<file path="config.mk">
export PLATFORM = sky130hd
export DESIGN_NAME = rx_flow_buffer
export DESIGN_NICKNAME = d
export VERILOG_FILES = /design/src/rtl/rfb_pkg.sv /design/src/rtl/rfb_rst_sync.sv /design/src/rtl/rfb_fifo.sv /design/src/rtl/rfb_flow.sv /design/src/rtl/rfb_idle.sv /design/src/rtl/rx_flow_buffer.sv
export SDC_FILE = /design/constraint.sdc
export NUM_CORES = 1
export LEC_CHECK = 0
export BUFFER_PORTS_ARGS = -buffer_cell sky130_fd_sc_hd__buf_2
export CAP_MARGIN = 20
export CELL_PAD_IN_SITES_DETAIL_PLACEMENT = 0
export CELL_PAD_IN_SITES_GLOBAL_PLACEMENT = 1
export CORE_MARGIN = 4
export CORE_UTILIZATION = 40
export CTS_BUF_LIST = sky130_fd_sc_hd__clkbuf_2
export DETAILED_ROUTE_END_ITERATION = 8
export MAX_ROUTING_LAYER = met4
export PLACE_DENSITY = 0.65
export SLEW_MARGIN = 5
export SYNTH_ARGS = -nofsm -noshare
export SYNTH_HDL_FRONTEND = slang
export SYNTH_SLANG_ARGS = --single-unit
</file>
<file path="constraint.sdc">
create_clock -name clk -period 3.7 [get_ports clk]
set_input_delay 0.37 -clock clk [delete_from_list [all_inputs] [get_ports clk]]
set_output_delay 0.37 -clock clk [all_outputs]
set_load 0.01 [all_outputs]
</file>
<file path="src/rtl/rfb_pkg.sv">
package rfb_pkg;
  localparam logic [7:0] PAUSE_CHAR  = 8'h13;
  localparam logic [7:0] RESUME_CHAR = 8'h11;

  typedef enum logic [1:0] {
    FC_RUNNING   = 2'd0,
    FC_ASK_PAUSE = 2'd1,
    FC_PAUSED    = 2'd2,
    FC_ASK_RESUME = 2'd3
  } fc_state_t;
endpackage

</file>
<file path="src/rtl/rfb_rst_sync.sv">
module rfb_rst_sync (
  input  logic clk,
  input  logic rst_n_async,
  output logic rst_n_sync
);
  logic [1:0] sync_q;

  always_ff @(posedge clk or negedge rst_n_async) begin
    if (!rst_n_async) sync_q <= 2'b00;
    else              sync_q <= {sync_q[0], 1'b1};
  end

  assign rst_n_sync = sync_q[1];
endmodule

</file>
<file path="src/rtl/rfb_fifo.sv">
module rfb_fifo #(
  parameter int DEPTH  = 128,
  parameter int DATA_W = 8
) (
  input  logic              clk,
  input  logic              rst_n,
  input  logic              wr_valid_i,
  input  logic [DATA_W-1:0] wr_data_i,
  input  logic              rd_req_i,
  input  logic              ovf_clr_i,
  output logic [DATA_W-1:0] rd_data_o,
  output logic              empty_o,
  output logic [$clog2(DEPTH+1)-1:0] level_o,
  output logic              ovf_o
);
  localparam int AW = (DEPTH > 1) ? $clog2(DEPTH) : 1;
  localparam int CW = $clog2(DEPTH+1);

  logic [DATA_W-1:0] store_q [DEPTH];
  logic [AW-1:0]     wr_ptr_q, wr_ptr_d, rd_ptr_q, rd_ptr_d;
  logic [CW-1:0]     level_q, level_d;
  logic              ovf_q, ovf_d;
  logic              wr_en, rd_en, is_full, is_empty;

  function automatic logic [AW-1:0] ptr_step(input logic [AW-1:0] p);
    if (p == AW'(DEPTH-1)) return '0;
    return p + 1'b1;
  endfunction

  always_comb begin
    is_empty = (level_q == '0);
    is_full  = (level_q == CW'(DEPTH));
    rd_en    = rd_req_i && !is_empty;
    wr_en    = wr_valid_i && (!is_full || rd_en);

    wr_ptr_d = wr_en ? ptr_step(wr_ptr_q) : wr_ptr_q;
    rd_ptr_d = rd_en ? ptr_step(rd_ptr_q) : rd_ptr_q;

    unique case ({wr_en, rd_en})
      2'b10:   level_d = level_q + 1'b1;
      2'b01:   level_d = level_q - 1'b1;
      default: level_d = level_q;
    endcase

    if (wr_valid_i && !wr_en) ovf_d = 1'b1;
    else if (ovf_clr_i)       ovf_d = 1'b0;
    else                      ovf_d = ovf_q;
  end

  always_ff @(posedge clk or negedge rst_n) begin
    if (!rst_n) begin
      wr_ptr_q <= '0;
      rd_ptr_q <= '0;
      level_q  <= '0;
      ovf_q    <= 1'b0;
    end else begin
      wr_ptr_q <= wr_ptr_d;
      rd_ptr_q <= rd_ptr_d;
      level_q  <= level_d;
      ovf_q    <= ovf_d;
    end
  end

  always_ff @(posedge clk) begin
    if (wr_en) store_q[wr_ptr_q] <= wr_data_i;
  end

  assign rd_data_o = store_q[rd_ptr_q];
  assign empty_o   = is_empty;
  assign level_o   = level_q;
  assign ovf_o     = ovf_q;

  a_r1_level_bound: assert property (@(posedge clk) disable iff (!rst_n)
    level_q <= CW'(DEPTH));

  a_r7_drop_when_full: assert property (@(posedge clk) disable iff (!rst_n)
    (wr_valid_i && is_full && !rd_req_i) |=> (ovf_q && level_q == CW'(DEPTH)));

  a_r9_push_pop_level: assert property (@(posedge clk) disable iff (!rst_n)
    (wr_en && rd_en) |=> (level_q == $past(level_q)));

  a_r10_empty_pop: assert property (@(posedge clk) disable iff (!rst_n)
    (is_empty && rd_req_i && !wr_valid_i) |=> (level_q == '0));
endmodule

</file>
<file path="src/rtl/rfb_flow.sv">
module rfb_flow
  import rfb_pkg::*;
#(
  parameter int DEPTH = 128,
  parameter int HIGH  = 96,
  parameter int LOW   = 32
) (
  input  logic                       clk,
  input  logic                       rst_n,
  input  logic [$clog2(DEPTH+1)-1:0] level_i,
  input  logic                       ack_i,
  output logic                       req_o,
  output logic [7:0]                 char_o
);
  localparam int CW = $clog2(DEPTH+1);

  fc_state_t state_q, state_d;

  always_comb begin
    state_d = state_q;
    unique case (state_q)
      FC_RUNNING:    if (level_i >= CW'(HIGH)) state_d = FC_ASK_PAUSE;
      FC_ASK_PAUSE:  if (ack_i)                state_d = FC_PAUSED;
      FC_PAUSED:     if (level_i < CW'(LOW))   state_d = FC_ASK_RESUME;
      FC_ASK_RESUME: if (ack_i)                state_d = FC_RUNNING;
      default:                                 state_d = FC_RUNNING;
    endcase
  end

  always_ff @(posedge clk or negedge rst_n) begin
    if (!rst_n) state_q <= FC_RUNNING;
    else        state_q <= state_d;
  end

  assign req_o  = (state_q == FC_ASK_PAUSE) || (state_q == FC_ASK_RESUME);
  assign char_o = (state_q == FC_ASK_RESUME) ? RESUME_CHAR : PAUSE_CHAR;

  a_r6_hold_request: assert property (@(posedge clk) disable iff (!rst_n)
    (req_o && !ack_i) |=> (req_o && $stable(char_o)));

  a_r6_drop_after_ack: assert property (@(posedge clk) disable iff (!rst_n)
    (req_o && ack_i) |=> !req_o);

  a_r3_pause_trip: assert property (@(posedge clk) disable iff (!rst_n)
    ($rose(req_o) && char_o == PAUSE_CHAR) |-> ($past(level_i) >= CW'(HIGH)));

  a_r4_resume_release: assert property (@(posedge clk) disable iff (!rst_n)
    ($rose(req_o) && char_o == RESUME_CHAR) |-> ($past(level_i) < CW'(LOW)));
endmodule

</file>
<file path="src/rtl/rfb_idle.sv">
module rfb_idle #(
  parameter int IDLE_CYCLES = 250_000_000
) (
  input  logic clk,
  input  logic rst_n,
  input  logic activity_i,
  output logic timeout_o
);
  localparam int CW = $clog2(IDLE_CYCLES + 1);

  logic [CW-1:0] cnt_q, cnt_d;
  logic          fired_q, fired_d;
  logic          pulse_q, pulse_d;

  always_comb begin
    cnt_d   = cnt_q;
    fired_d = fired_q;
    pulse_d = 1'b0;
    if (activity_i) begin
      cnt_d   = '0;
      fired_d = 1'b0;
    end else if (!fired_q) begin
      if (cnt_q == CW'(IDLE_CYCLES - 1)) begin
        pulse_d = 1'b1;
        fired_d = 1'b1;
      end else begin
        cnt_d = cnt_q + 1'b1;
      end
    end
  end

  always_ff @(posedge clk or negedge rst_n) begin
    if (!rst_n) begin
      cnt_q   <= '0;
      fired_q <= 1'b0;
      pulse_q <= 1'b0;
    end else begin
      cnt_q   <= cnt_d;
      fired_q <= fired_d;
      pulse_q <= pulse_d;
    end
  end

  assign timeout_o = pulse_q;

  a_r11_single_pulse: assert property (@(posedge clk) disable iff (!rst_n)
    timeout_o |=> !timeout_o);

  a_r12_restart: assert property (@(posedge clk) disable iff (!rst_n)
    activity_i |=> !timeout_o);
endmodule

</file>
<file path="src/rtl/rx_flow_buffer.sv">
module rx_flow_buffer #(
  parameter int DEPTH       = 128,
  parameter int DATA_W      = 8,
  parameter int IDLE_CYCLES = 250_000_000
) (
  input  logic              clk,
  input  logic              rst_n,
  input  logic              rx_valid,
  input  logic [DATA_W-1:0] rx_data,
  input  logic              pop,
  output logic [DATA_W-1:0] head_data,
  output logic              empty,
  input  logic              ovf_clear,
  output logic              ovf_sticky,
  output logic              tx_req,
  output logic [7:0]        tx_char,
  input  logic              tx_ack,
  output logic              parser_reset
);
  localparam int CW   = $clog2(DEPTH+1);
  localparam int HIGH = (DEPTH * 3) / 4;
  localparam int LOW  = DEPTH / 4;

  logic          rst_n_int;
  logic [CW-1:0] fill;

  rfb_rst_sync u_rst (
    .clk         (clk),
    .rst_n_async (rst_n),
    .rst_n_sync  (rst_n_int)
  );

  rfb_fifo #(.DEPTH(DEPTH), .DATA_W(DATA_W)) u_fifo (
    .clk        (clk),
    .rst_n      (rst_n_int),
    .wr_valid_i (rx_valid),
    .wr_data_i  (rx_data),
    .rd_req_i   (pop),
    .ovf_clr_i  (ovf_clear),
    .rd_data_o  (head_data),
    .empty_o    (empty),
    .level_o    (fill),
    .ovf_o      (ovf_sticky)
  );

  rfb_flow #(.DEPTH(DEPTH), .HIGH(HIGH), .LOW(LOW)) u_flow (
    .clk     (clk),
    .rst_n   (rst_n_int),
    .level_i (fill),
    .ack_i   (tx_ack),
    .req_o   (tx_req),
    .char_o  (tx_char)
  );

  rfb_idle #(.IDLE_CYCLES(IDLE_CYCLES)) u_idle (
    .clk        (clk),
    .rst_n      (rst_n_int),
    .activity_i (rx_valid),
    .timeout_o  (parser_reset)
  );

  a_r13_reset_quiet: assert property (@(posedge clk) disable iff (!rst_n_int)
    $rose(rst_n_int) |-> (empty && !tx_req && !ovf_sticky));
endmodule

</file>
* Word-level counts from Yosys, hierarchy flattened
Memory sizes are Yosys's and may differ from the RTL's.
Index checks and enable logic that the tools add are counted.
Widths: inputs -> output; s select.
** Word-level totals
- Flip-flop bits (word level) :: 57
- Memory bits (writable) :: 1024
- Bits of input ports :: 14
- Output and inout port bits :: 20
- Memories kept :: 1
** Cells by class
- Add/sub/neg operators :: 5
- Magnitude comparators :: 2
- Equality and inequality tests :: 15
- Mux-type cells :: 25
- Reduce and logical (&&, ||, !) cells :: 14
** Memories
- u_fifo.store_q :: depth 128, bits a word 8, rd ports 1, clocked after Yosys merged registers in 0, wr ports 1, line rfb_fifo.sv:19 : logic [DATA_W-1:0] store_q [DEPTH];
** Operator list (number)
- $mux 28 :: 3
- $add 28x1->28 const B :: 1
- $eq 28x28->1 const B :: 1
- $mux 7 :: 4
- $pmux 8 s2 :: 1
- $add 7x1->7 const B :: 2
- $eq 7x7->1 const B :: 2
- $mux 1 :: 11
- $mux 2 :: 5
- $add 8x1->8 const B :: 1
- $eq 8x8->1 const B :: 1
- $ge 8x7->1 const B :: 1
- $logic_not 8->1 :: 1
- $lt 8x6->1 const B :: 1
- $ne 2x2->1 const B :: 4
- $pmux 2 s4 :: 1
- $sub 8x1->8 const B :: 1
- $eq 2x2->1 const B :: 3
- $eq 2x1->1 const B :: 2
- $ne 2x1->1 const B :: 2
- $reduce_and 4->1 :: 1
- $reduce_bool 2->1 :: 2
- $logic_and 1x1->1 :: 3
- $logic_not 1->1 :: 3
- 3 further kinds :: 4

* Depth between registers and ports, before layout
Gate-level depths: netlist (run 1).
- Depth after elaboration :: 8
- Depth in mapped cells :: 11
- Mapped depth without buffers :: 10

* By module
A second synthesis (run 1) with hierarchy kept.
** Second synthesis, totals
- Cell total of the unflattened synthesis :: 2304
- Area, all modules :: 43100.1 um2
** Modules (own cells, without submodules)
- rfb_fifo :: instances 1, cells each 2082, area each 41033.1 um2, sequential area each 31325.0 um2
- rfb_idle :: instances 1, cells each 193, area each 1773.0 um2, sequential area each 750.7 um2
- rfb_flow :: instances 1, cells each 26, area each 240.2 um2, sequential area each 50.0 um2
- rfb_rst_sync :: instances 1, cells each 3, area each 53.8 um2, sequential area each 50.0 um2

* Worst setup path before layout (run 1)
No wires, ideal clock.
- Kind :: reg2reg
- Start point :: register u_fifo.level_q[4], in the netlist u_fifo.level_o[4]
- End point :: register u_fifo.level_q[7], in the netlist u_fifo.level_o[7]
- Library setup time :: 0.080 ns
- Data arrival time :: 2.825 ns
- Required time :: 3.620 ns
- Slack :: 0.795 ns
- Stages on the path, launching flop included :: 12
- Buffers on the path :: 1
- Period minus slack after synthesis :: 2.905 ns
- Cell sequence :: dfrtp_1 -> or4_4 -> buf_6 -> o31ai_4 -> nor2_2 -> ha_1 -> a21o_1 -> a21oi_1 -> o21ai_0 -> o41ai_1 -> mux2i_1 -> xnor2_1
** On the way
- Cells in the longest elaborated chain, start to end :: 7
- Elaborated cells between the ends (all ways) :: 13
** RTL lines
- from (decl) :: line rfb_fifo.sv:21 : logic [CW-1:0] level_q, level_d;
- from (signal assigned) :: line rfb_fifo.sv:59 : level_q <= level_d;
- $logic_not 8->1 :: line rfb_fifo.sv:31 : is_empty = (level_q == '0);
- $logic_not 1->1 :: line rfb_fifo.sv:33 : rd_en = rd_req_i && !is_empty;
- $logic_and 1x1->1 :: line rfb_fifo.sv:33
- $logic_or 1x1->1 :: line rfb_fifo.sv:34 : wr_en = wr_valid_i && (!is_full || rd_en);
- $logic_and 1x1->1 :: line rfb_fifo.sv:34
- $eq 2x1->1 / $eq 2x2->1 (equally long branches) :: line rfb_fifo.sv:39 : unique case ({wr_en, rd_en})
- $pmux 8 s2 / $reduce_bool 2->1 (equally long branches)
Parallel ways exist; a longest one is shown, timed or not.
A chain may end at the register's enable or synchronous reset.

* Worst setup path in the final report (run 1)
- Start point :: register u_fifo.rd_ptr_q[0]
- End point :: output head_data[2]
** On the way
- Cells in the longest elaborated chain, start to end :: 1
** RTL lines
- from (decl) :: line rfb_fifo.sv:20 : logic [AW-1:0] wr_ptr_q, wr_ptr_d, rd_ptr_q, rd_ptr_d;
- from (signal assigned) :: line rfb_fifo.sv:58 : rd_ptr_q <= rd_ptr_d;
- $mem_v2 128x8
- to (decl) :: line rx_flow_buffer.sv:11 : output logic [DATA_W-1:0] head_data,
No other way between the ends.

==> results summary, run 1 <==
The leakage dissipation came out at 0.0166 uW. The worst register-to-register path begins at u_fifo.level_o[4]. The required time of the worst setup path is 3.33 ns.

The critical hold path startpoint is rx_data[6]. The path class of the lowest-slack min-delay path is in -> reg. The floorplan step defined a die boundary enclosing 0.113 mm2. TritonCTS built the clock tree.

During I/O placement, the number of pins put on the boundary was 34. The portion of synthesized cell area occupied by the leading cell type came out at 71.2%. After layout, the minimum clock period comes to 4.48 ns. The number of enable-type register cells in the synthesized netlist came out at 1,024. Counting flops with an async set or reset pin after synthesis yields a share of 5.27%. The prevailing post-synth register cell is edfxtp_1. After detailed routing, the number of remaining DRC violations is 0. The post-detailed-route count of antenna-violating nets is 0. The buffer cell driving the clock tree root is clkbuf_2. The fraction of final layout cells sized beyond drive strength 1 is 32.5%. The met1 wire length came out at 47,000 um. Among all cell types in the netlist, the one instantiated most often is edfxtp_1. The multi-input combinational cells in the finished layout cover a total of 0.0108 mm2. The total track usage is 20.9%. The number of cells on the worst reg-to-reg path is 10. The number of setup violations in the final report is 8.

After synthesis, the mean cell area works out to 18.7 um2. The die span in x is 337 um. The maximum net fanout on the critical path came out at 7. Setup repair after global routing could not meet its margin everywhere.

The final reports fail on setup timing. The number of rows created at floorplan came out at 120. After clock tree synthesis, the clock-pin slew on the worst setup and hold paths is 0.10 ns. The sum of net half-perimeters after detailed placement came out at 69,300 um.

The die span in y came out at 337 um. The worst-case register-to-register setup slack came out at 0.34 ns. In the final layout, flip-flops and latches occupy 0.0322 mm2. The number of antenna violations at the first check in global routing is 3. edfxtp_1 takes more of the synthesized area than any other cell. The power per unit of standard cell area is 694 mW/mm2. Once routing completed, OpenROAD measured the worst setup slack at -0.782 ns.

The via count of the first global-routing pass came out at 24,773. By area the synthesized netlist is led by edfxtp_1 71%, mux4_2 9.1%, mux2i_1 4.9%, dfrtp_1 3.3%, nor2_1 1.7%. The source-to-sink clock delay at the later pin of the worst-skew pair came out at 1.43 ns. The synthesis-to-finish area growth is 14.6%. By count the netlist is led by 1,024 x edfxtp_1, 212 x mux2i_1, 201 x nor2_1. The initial core utilization came out at 40.3%. For this run, the number of Yosys warnings is 0. The count of H-tree levels built during CTS is 5.

The sink of the worst hold path is u_fifo.store_q[84][6]. In this run the deepest clock path goes through 4 buffers. The number of endpoints with negative hold slack in the final report is 0. The worst setup path is captured at an output port.

The count of input and output buffers came out at 26. The global-route wire length before repair is 167,000 um. The synthesis-stage register bit count is 1,081. The overall power is 34,300 uW. The flow ran to the end, but the final reports show violations. Across all layers, the routed design uses 23,700 vias. The sum of met2 wire segment lengths after detailed routing came out at 56,300 um.

The cell count after synthesis is 2,303. The worst clock skew is 0.128 ns. The accumulated negative setup slack is -5.86 ns. Derived from the worst setup path, the maximum achievable clock frequency is 0.223 GHz. The wire length on met3 came out at 8210 um. The sequential element share of the synthesized area came out at 74.5%.

The total standard cell area after synthesis is 0.0432 mm2. The netlist uses 69 different library cells. The routed length per instance came out at 26.6 um. Measured against its own limit, the worst slew margin works out to 21.3%.

STA classifies the critical path startpoint as a flop. The max-cap check violation count came out at 0. The layout has 9,273 filler cells. The number of nets in the final layout came out at 2,713.

The total area inside the core boundary comes to 0.107 mm2. The count of pins over their slew limit came out at 0. The routability-driven placement congestion ratio is 0.851. The share of the clock period used by the worst path is 121%. The highest layer touched by signal routing is met4. At the pin with the least slew margin, the transition time is 1.18 ns.

The peak ir drop on the vdd network came out at 331 uV. The category of the most critical setup path is reg -> out. The detailed-routing iteration count for the pre-antenna-repair pass is 5.

Dividing the detail-routed via count by the number of cells gives 5.54. The worst hold path was traced through 2 stages. The largest net degree at the start of global routing is 128.

The global-route congestion overflow total is 0. The data arrival time of the critical path is 4.11 ns. The worst register-to-register path ends at u_fifo.level_o[7].

The initial DRC count is 2,116. The number of sinks driven by the clock tree came out at 1,081. The final routed wirelength across all metal layers is 114,000 um.

Counting the buffers created by CTS gives 295.
[worst max-delay path: stages (launching register included)]
cell and delay [ns]:
dfrtp_4 0.50, buf_12 0.19, buf_16 0.17, buf_12 0.12, mux4_2 0.53, mux4_2 0.50
nor2_2 0.11, nor3_2 0.09, a211oi_2 0.19, a21oi_2 0.09, buf_2 0.17
[power by group]
part           switching (uW)  internal [uW]
Sequential                344          13700
Clock                    4740           3340
Combinational            6930           5280
[how the worst max path moves through the flow]
stage	endpoint	slack (ns)	cells past startpoint	from
floorplan	u_fifo.level_o[7]	0.79	11	u_fifo.level_o[4]
global placement	head_data[3]	0.27	8	u_fifo.rd_ptr_q[0]
detailed placement	head_data[3]	0.31	8	u_fifo.rd_ptr_q[0]
CTS	head_data[2]	-0.97	10	u_fifo.rd_ptr_q[0]
global route	head_data[5]	-1.03	11	u_fifo.rd_ptr_q[0]
finish	head_data[2]	-0.78	10	u_fifo.rd_ptr_q[0]
[placed cells by master, fill, tap and decap left out, types with 27 or more instances in the layout]
master / netlist / layout
dlygate4sd3_1: 0 / 28
dfrtp_1: 57 / 51
o22ai_1: 58 / 50
mux2i_1: 212 / 186
buf_4: 21 / 121
clkinv_1: 2 / 49
xnor2_1: 28 / 28
clkbuf_2: 0 / 430
nor2_1: 201 / 195
nand2_1: 61 / 60
edfxtp_1: 1024 / 1024
a21oi_1: 33 / 27
o21ai_0: 35 / 29
mux4_2: 174 / 175
[what timing repair did]
action                                   CTS  global route
pin swaps                                 16             8
endpoints found under the setup margin     8             8
hold endpoints to repair                1350            57
gates cloned                               7             0
resized for setup                        118            33
buffers inserted                          22             2
hold buffers                              27             2
[flip-flops by register name, indices dropped and copies added, names as in the netlist]
| signal | flops |
|---|---|
| u_flow.state_q | 2 |
| u_fifo.rd_ptr_q | 7 |
| u_idle.timeout_o | 1 |
| u_idle.cnt_q | 28 |
| u_fifo.store_q | 1024 |
| u_idle.fired_q | 1 |
| u_fifo.wr_ptr_q | 7 |
| u_fifo.level_o | 8 |
| u_fifo.ovf_o | 1 |
| u_rst.sync_q | 2 |
[through the flow]
stage | worst slack, ns | area [um2] | hold slack [ns] | cells | util (%)
3_3_place_gp | 0.271 | 45500 | 0.154 | 3730 | 42.5
2_1_floorplan | 0.795 | 43200 | 0.0744 | 2309 | -
5_1_grt | -1.03 | 49500 | 0.0360 | 4281 | 46.2
3_5_place_dp | 0.313 | 45500 | 0.155 | 3730 | 42.5
6_report | -0.782 | 49500 | 0.164 | 4281 | 46.2
4_1_cts | -0.968 | 49200 | 0.00368 | 4273 | 46.0
[final cells by class]
cell class	instances	area share [%]
flip-flops and latches	1081	65.0
diodes	2	0.0101
repair buffers	209	4.37
clock buffers	430	4.35
multi-input cells	1081	21.9
inverters	16	0.129
well taps	1403	3.55
clock inverters	59	0.670
[cells by family (layout without fill, tap and decap cells)]
group / count (synthesis) / count (layout) / synth area share, %
multiplexers: 402 / 402 / 14.6
adder cells (fa/ha/maj): 15 / 15 / 0.452
buffers and inverters: 147 / 714 / 1.84
AND/OR/NAND/NOR: 386 / 386 / 4.16
XOR/XNOR: 41 / 41 / 0.832
AO/OA/AOI/OAI: 229 / 229 / 3.62
flip-flops: 1081 / 1081 / 74.5
other: 2 / 10 / 0.0174
[metal layers]
layer  GRT usage (%)  vias up
met5               -        -
met4            6.14        0
met3            4.42      160
met2            33.4      967
met1            27.3    12351
li1                -    10222
Note: power is estimated with default switching activity, not from simulation.
==> inputs of run 2 (changes only) <==
CTS_CLUSTER_DIAMETER = 40   (was default)
REMOVE_ABC_BUFFERS = 1   (was default)
SLEW_MARGIN = default   (was 5)
==> run 2 against run 1 <==
Compared with the run above: sequential power is essentially flat; worst hold slack improved by 0.064 ns; fmax up 2.4%; non-clock buffer count increased by 131; sequential cell count is the same; register-to-register slack better by 0.03 ns; the run still ends with setup timing left; critical path type unchanged; setup slack improved by 0.10 ns; power is 5.2% higher; clock power down 3.5%; design area rose by 3.7%; sequential share of layout area decreased by 2.3 points; first-iteration DRC count increased by 10%.
==> results summary, run 2 (same netlist as run 1, synthesis figures left out) <==
The run finished, with violations left. The final reports fail on setup timing. The number of buffers inserted during clock tree synthesis is 283 (-4.1%). The max-cap check violation count was 0 (unchanged). The global-route wire length before repair came out at 171,000 um (+2.4%).

The count of cells along the worst register-to-register path is 10 (unchanged). The overall power came out at 36,100 uW (+5.2%). The peak ir drop on the vdd network is 516 uV (+56%).

The count of input and output buffers came out at 26 (unchanged). In this design, the critical path's most frequently occurring cell is mux4_2. The worst register-to-register path ends at u_fifo.level_o[7]. The cell family contributing the most delay on the critical path is multiplexers. The post-route worst hold slack came to 0.228 ns (+0.0639 ns).

The leakage dissipation was 0.0175 uW (+5.0%). The final routed wirelength across all metal layers is 117,000 um (+2.9%). The worst-path cell with the longest stage delay is mux4_2. The headroom to the max-slew limit came out at 24.3% (+3.0 points).

The count of pins over their slew limit came out at 0 (unchanged). The fraction of final layout cells sized beyond drive strength 1 is 36.0% (+3.6 points). The number of rows created at floorplan is 120 (unchanged). The buffer and inverter count on the worst path came out at 3 (-1).

The total track usage came out at 21.4% (+0.49 points). The count of boundary I/O pins came out at 34 (unchanged). The number of nets in the final layout is 2,833 (+4.4%). The post-detailed-route count of antenna-violating nets was 0 (unchanged). The number of endpoints with negative hold slack in the final report came out at 0 (unchanged). The detailed-routing iteration count for the pre-antenna-repair pass came to 7 (+2). The count of unresolved DRC violations after routing came out at 0 (unchanged). The power per unit of standard cell area came to 704 mW/mm2 (+1.4%). The data arrival time of the critical path is 4.01 ns (-0.10 ns). The source-to-sink clock delay at the later pin of the worst-skew pair is 1.46 ns (+0.03 ns).

The critical path starts at u_fifo.rd_ptr_q[0]. The critical path endpoint is head_data[2]. Leaving out fill and tap cells, the most frequent cell in the layout is edfxtp_1. The final critical-path required period is 4.38 ns (-0.104 ns). The core area is 0.107 mm2 (unchanged). The maximum net fanout on the critical path came out at 7 (unchanged).

The worst setup path is launched from a flop. The worst setup path is captured at an output port. The share of the clock period used by the worst path is 118% (-2.8 points). Walking the worst path, the cells encountered are buf_12 -> buf_16 -> mux4_2 -> mux4_2 -> nor2_2 -> nor3_2 -> a211oi_2 -> a21oi_4 -> buf_6. The required time of the worst setup path came to 3.33 ns (about the same).

The number of sinks driven by the clock tree was 1,081 (unchanged). The worst-case register-to-register setup slack came out at 0.37 ns (+0.03 ns). The depth of the critical timing path with buffers and inverters included is 9 (-1).

The routed length per instance was 26.7 um (+0.46%). The worst register-to-register path begins at u_fifo.level_o[4]. The global-route congestion overflow total is 0 (unchanged). The critical path is of the reg -> out type.

The sum of net half-perimeters after detailed placement is 69,900 um (+0.89%). The largest net degree at the start of global routing is 129 (+0.78%). The area of the die was 0.113 mm2 (unchanged).

The number of setup violations in the final report came out at 8 (unchanged). The count of H-tree levels built during CTS came to 5 (unchanged). The via count of the first global-routing pass was 25,061 (+1.2%). TritonCTS built the clock tree. The initial DRC count is 2,335 (+10%). The final worst-path setup slack is -0.678 ns (+0.104 ns). The worst clock skew came out at 0.120 ns (-0.00725 ns). In the layout the commonest cells are 1,024 x edfxtp_1, 385 x clkbuf_2, 226 x buf_4, 189 x nor2_1, 179 x mux2i_1. The die span in x came out at 337 um (unchanged). The non-filler instance count after layout came out at 4,384 (+2.4%). The routability-driven placement congestion ratio came out at 0.856 (+0.62%). The initial core utilization is 40.3% (unchanged). The clock slew at the register clock pins of the worst setup and hold paths is 0.10 ns (about the same). The synthesis-to-finish area growth came out at 18.9%. The number of antenna violations at the first check in global routing is 4 (+1). The slew at the pin closest to its max-slew limit came out at 1.14 ns (-0.0453 ns). The placement-stage cell area came out at 0.0464 mm2 (+1.9%). The fmax came out at 0.228 GHz (+2.4%). The final instance area came out at 0.0513 mm2 (+3.7%). The number of vias in the routed layout came to 24,472 (+3.3%). The maximum root-to-sink buffer count came out at 4 (unchanged). The die span in y came out at 337 um (unchanged). The count of placed standard cells including taps is 3,842 (+3.0%). The path class of the tightest hold or removal check is in -> reg. The tree is rooted in a clkbuf_2. The register with the most flip-flops in the final layout is u_fifo.store_q. The stage delay of the slowest cell on the critical path is 0.55 ns (+0.02 ns).

The number of flip-flops in the largest register came out at 1,024 (unchanged). Setup repair after global routing could not meet its margin everywhere. The ratio of routed vias to standard cells was 5.58 (+0.83%).
-- run 2: changes by cell type in the layout (fill, tap and decap cells not counted), sizes merged --
| cell | before | now |
|---|---|---|
| buf | 178 | 303 |
| clkbuf | 430 | 385 |
| clkinv | 53 | 64 |
| bufbuf | 3 | 8 |
| inv | 17 | 21 |
| bufinv | 4 | 5 |
| clkinvlp | 1 | 0 |
| diode | 2 | 3 |
| dlygate4sd3 | 28 | 29 |
| or3b | 2 | 3 |
-- run 2: report_power, final --
part / switching [uW] / internal [uW] / leakage (uW) / total (uW)
Clock: 4670 / 3130 / 0.00182 / 7800
Combinational: 7810 / 6520 / 0.00571 / 14300
Sequential: 284 / 13700 / 0.00993 / 14000
-- run 2: worst min path at each step --
stage / from / to / slack, ns / cells past startpoint
6_report: rx_data[6] / u_fifo.store_q[111][6] / 0.23 / 2
5_1_grt: rx_data[6] / u_fifo.store_q[109][6] / 0.13 / 2
4_1_cts: rx_data[6] / u_fifo.store_q[56][6] / 0.09 / 2
3_5_place_dp: rst_n / u_rst.sync_q[0] / 0.16 / 1
3_3_place_gp: rst_n / u_rst.sync_q[0] / 0.15 / 1
2_1_floorplan: rst_n / u_rst.sync_q[0] / 0.07 / 0
-- run 2: final cells by class --
class                      count  area (um2)
multi-input combinational   1082       11400
timing repair buffer         340        3620
fill                        8965       55700
clock buffer                 385        1930
clock inverter                74         420
tap                         1403        1760
sequential                  1081       32200
inverter                      16        60.1
antenna                        3        7.51
-- run 2: metrics by stage --
| step | worst slack (ns) | util, % | TNS (ns) |
|---|---|---|---|
| 2_1_floorplan | -6.37 | - | -86.74 |
| 3_3_place_gp | 0.138 | 43.3 | 0 |
| 3_5_place_dp | 0.145 | 43.3 | 0 |
| 4_1_cts | -0.864 | 47.8 | -6.69 |
| 5_1_grt | -0.890 | 47.9 | -6.87 |
| 6_report | -0.678 | 48.0 | -5.17 |
-- run 2: what timing repair did --
action	CTS	global route
setup endpoints to repair	8	8
setup buffers	36	2
gates cloned	20	0
pin swaps	62	22
endpoints found under the hold margin	1175	0
hold buffers	34	0
resized for setup	256	34
-- run 2: metal layers --
metal / wire [um] / GRT usage [%]
met1: 49700 / 29.1
met2: 56100 / 32.9
met3: 8710 / 4.42
met4: 2540 / 6.18
met5: 0 / -
==> inputs of run 3 (changes only) <==
PLACE_DENSITY = default   (was 0.65)
PLACE_DENSITY_LB_ADDON = 0.05   (was default)
==> run 3 against run 2 <==
Compared with the run above: the flow still finishes with violations (setup timing); sequential cell count is the same; clock power grew 7.8%; highest routed layer unchanged; largest cell class unchanged; critical path type unchanged; clock skew grew 0.051 ns; register-to-register slack gained 0.21 ns; worst hold slack gained 0.014 ns; global-route usage grew 1.7 points; die area is the same; critical path depth grew 1; critical endpoint is now head_data[7].
==> results summary, run 3 (same netlist as run 1, synthesis figures left out) <==
The startpoint type of the worst setup path is a flop. The synthesis-to-finish area growth is 17.0%. The top cell types in the final layout, fill and taps aside, are 1,024 x edfxtp_1, 425 x clkbuf_2, 194 x nor2_1, 183 x mux2i_1, 177 x mux4_2. The required time of the worst setup path came out at 3.33 ns (about the same). TritonCTS built the clock tree.

The run finished, with violations left. The ratio of routed vias to standard cells came out at 5.53 (-0.94%). The number of flip-flops in the largest register is 1,024 (unchanged).

The worst-case register-to-register setup slack is 0.58 ns (+0.21 ns). The count of H-tree levels built during CTS is 5 (unchanged). The initial DRC count came out at 2,024 (-13%).

The count of boundary I/O pins is 34 (unchanged). The largest net degree at the start of global routing is 129 (unchanged). The power per unit of standard cell area came to 721 mW/mm2 (+2.5%). Clock tree synthesis selected as its root buffer the cell clkbuf_2. The count of cells along the worst register-to-register path came out at 10 (unchanged). The critical path is of the reg -> out type. The met1 global-route usage is 32.1% (+3.0 points). The end-of-flow core utilization came out at 47.2% (-0.76 points). After global routing, the most crowded layer is met2. The routed length per instance was 28.9 um (+8.3%). The number of endpoints with negative hold slack in the final report came out at 0 (unchanged). The fmax is 0.220 GHz (-3.9%). More flip-flops sit in one register than any other, and that register is u_fifo.store_q.

The final critical-path required period came to 4.55 ns (+0.176 ns). The most common cell after layout, fill and taps aside is edfxtp_1. The leakage dissipation is 0.0171 uW (-2.1%). The share of the clock period used by the worst path is 123% (+4.8 points). The path class of the lowest-slack min-delay path is reg -> async. The area of the die is 0.113 mm2 (unchanged). The slew at the pin closest to its max-slew limit came out at 1.11 ns (-0.0205 ns). STA classifies the critical path endpoint as an output port.

The maximum root-to-sink buffer count came out at 4 (unchanged). The count of input and output buffers is 26 (unchanged). The filler cell count in the final layout came to 9,330 (+4.1%). The sum of net half-perimeters after detailed placement came out at 73,900 um (+5.7%). The maximum net fanout on the critical path is 8 (+1). The number of rows created at floorplan is 120 (unchanged). The headroom to the max-slew limit was 25.4% (+1.1 points).

The number of nets in the final layout is 2,761 (-2.5%). The checks that failed: setup timing. The final routed wirelength across all metal layers is 126,000 um (+7.2%).

The number of antenna violations at the first check in global routing came out at 4 (unchanged). The clock slew at the register clock pins of the worst setup and hold paths is 0.11 ns (about the same). The number of buffers inserted during clock tree synthesis came out at 305 (+7.8%). The worst clock skew is 0.172 ns (+0.0513 ns). Setup repair after global routing could not meet its margin everywhere. The die span in x came to 337 um (unchanged).

The met3 track demand over resource was 4.56% (+0.14 points). The via count of the first global-routing pass came out at 24,731 (-1.3%). The count of unresolved DRC violations after routing came out at 0 (unchanged). The accumulated negative setup slack came out at -6.50 ns (-1.33 ns). The max-cap check violation count is 0 (unchanged).

The endpoint identified for the worst register-to-register timing path is u_fifo.level_o[7]. The count of placed standard cells including taps came to 3,735 (-2.8%). The global-route wire length before repair came out at 179,000 um (+5.0%). The routability-driven placement congestion ratio is 0.828 (-3.3%). The non-filler instance count after layout came out at 4,340 (-1.0%). The number of sinks driven by the clock tree is 1,081 (unchanged). The final worst-path setup slack came out at -0.854 ns (-0.176 ns). The data arrival time of the critical path is 4.18 ns (+0.17 ns). The number of vias in the routed layout is 23,998 (-1.9%). The detailed-routing iteration count for the pre-antenna-repair pass is 5 (-2). The count of pins over their slew limit came out at 0 (unchanged). The die span in y is 337 um (unchanged).

The total track usage was 23.1% (+1.7 points). The source-to-sink clock delay at the later pin of the worst-skew pair is 1.52 ns (+0.06 ns). The post-route worst hold slack came to 0.243 ns (+0.0145 ns).

The global-route congestion overflow total is 0 (unchanged). The post-detailed-route count of antenna-violating nets is 0 (unchanged). The initial core utilization is 40.3% (unchanged).

The number of setup violations in the final report is 8 (unchanged). The startpoint identified for the worst register-to-register timing path is u_fifo.level_o[4]. The met2 track utilization from global routing is 34.9% (+1.9 points). The core area is 0.107 mm2 (unchanged). The peak ir drop on the vdd network came out at 389 uV (-25%). The fraction of final layout cells sized beyond drive strength 1 is 33.8% (-2.2 points).
run 3: where the power goes:
group	internal, uW	switching [uW]	total (uW)
Combinational	6130	7880	14000
Sequential	13700	303	14000
Clock	3550	4860	8410
run 3: final cells by class:
type                            count  area, um2  share of cell area, %
Sequential cell                  1081      32200                   63.7
Timing Repair Buffer              246       2920                   5.77
Clock buffer                      425       2130                   4.21
Multi-Input combinational cell   1082      11000                   21.7
Tap cell                         1403       1760                   3.47
Inverter                           16       61.3                  0.121
Clock inverter                     77        483                  0.956
Antenna cell                       10       25.0                 0.0495
run 3: through the flow:
step	total power [uW]	instance area [um2]	setup slack [ns]
after floorplan	20000	42500	-6.37
after global placement	25600	45600	0.0214
after detailed placement	25600	45600	0.0860
after CTS	36500	50300	-1.05
after global routing	38200	50500	-1.07
final	36400	50500	-0.854
run 3: worst max-delay path, stage by stage (launching register included):
cell and delay [ns]:
dfrtp_4 0.53, buf_12 0.16, buf_16 0.16, buf_12 0.14
mux4_2 0.45, mux2i_2 0.35, o221ai_1 0.27, a221oi_2 0.26
buf_4 0.15, nor2_2 0.07, buf_2 0.16
run 3: repair_timing:
action,CTS,global route
hold buffers,35,1
gates cloned,17,2
pin swaps,26,4
gates resized for setup,173,25
endpoints found under the hold margin,1255,39
setup buffers,30,6
endpoints found under the setup margin,8,8
run 3: worst max-delay path by stage:
stage,slack (ns),from,endpoint,cells past startpoint
after floorplan,-6.37,u_fifo.rd_ptr_q[1],head_data[5],6
final,-0.85,u_fifo.rd_ptr_q[0],head_data[7],10
after detailed placement,0.09,u_fifo.rd_ptr_q[0],head_data[0],10
after global routing,-1.07,u_fifo.rd_ptr_q[0],head_data[4],11
after CTS,-1.05,u_fifo.rd_ptr_q[0],head_data[0],11
after global placement,0.02,u_fifo.rd_ptr_q[0],head_data[0],10
run 3: per-layer routing:
layer | wire, um | share of wire [%] | up-vias
met3 | 7130 | 5.7 | 204
li1 | - | - | 10346
met5 | 0 | 0 | -
met4 | 2730 | 2.2 | 0
met2 | 58600 | 47 | 786
met1 | 57100 | 45 | 12662
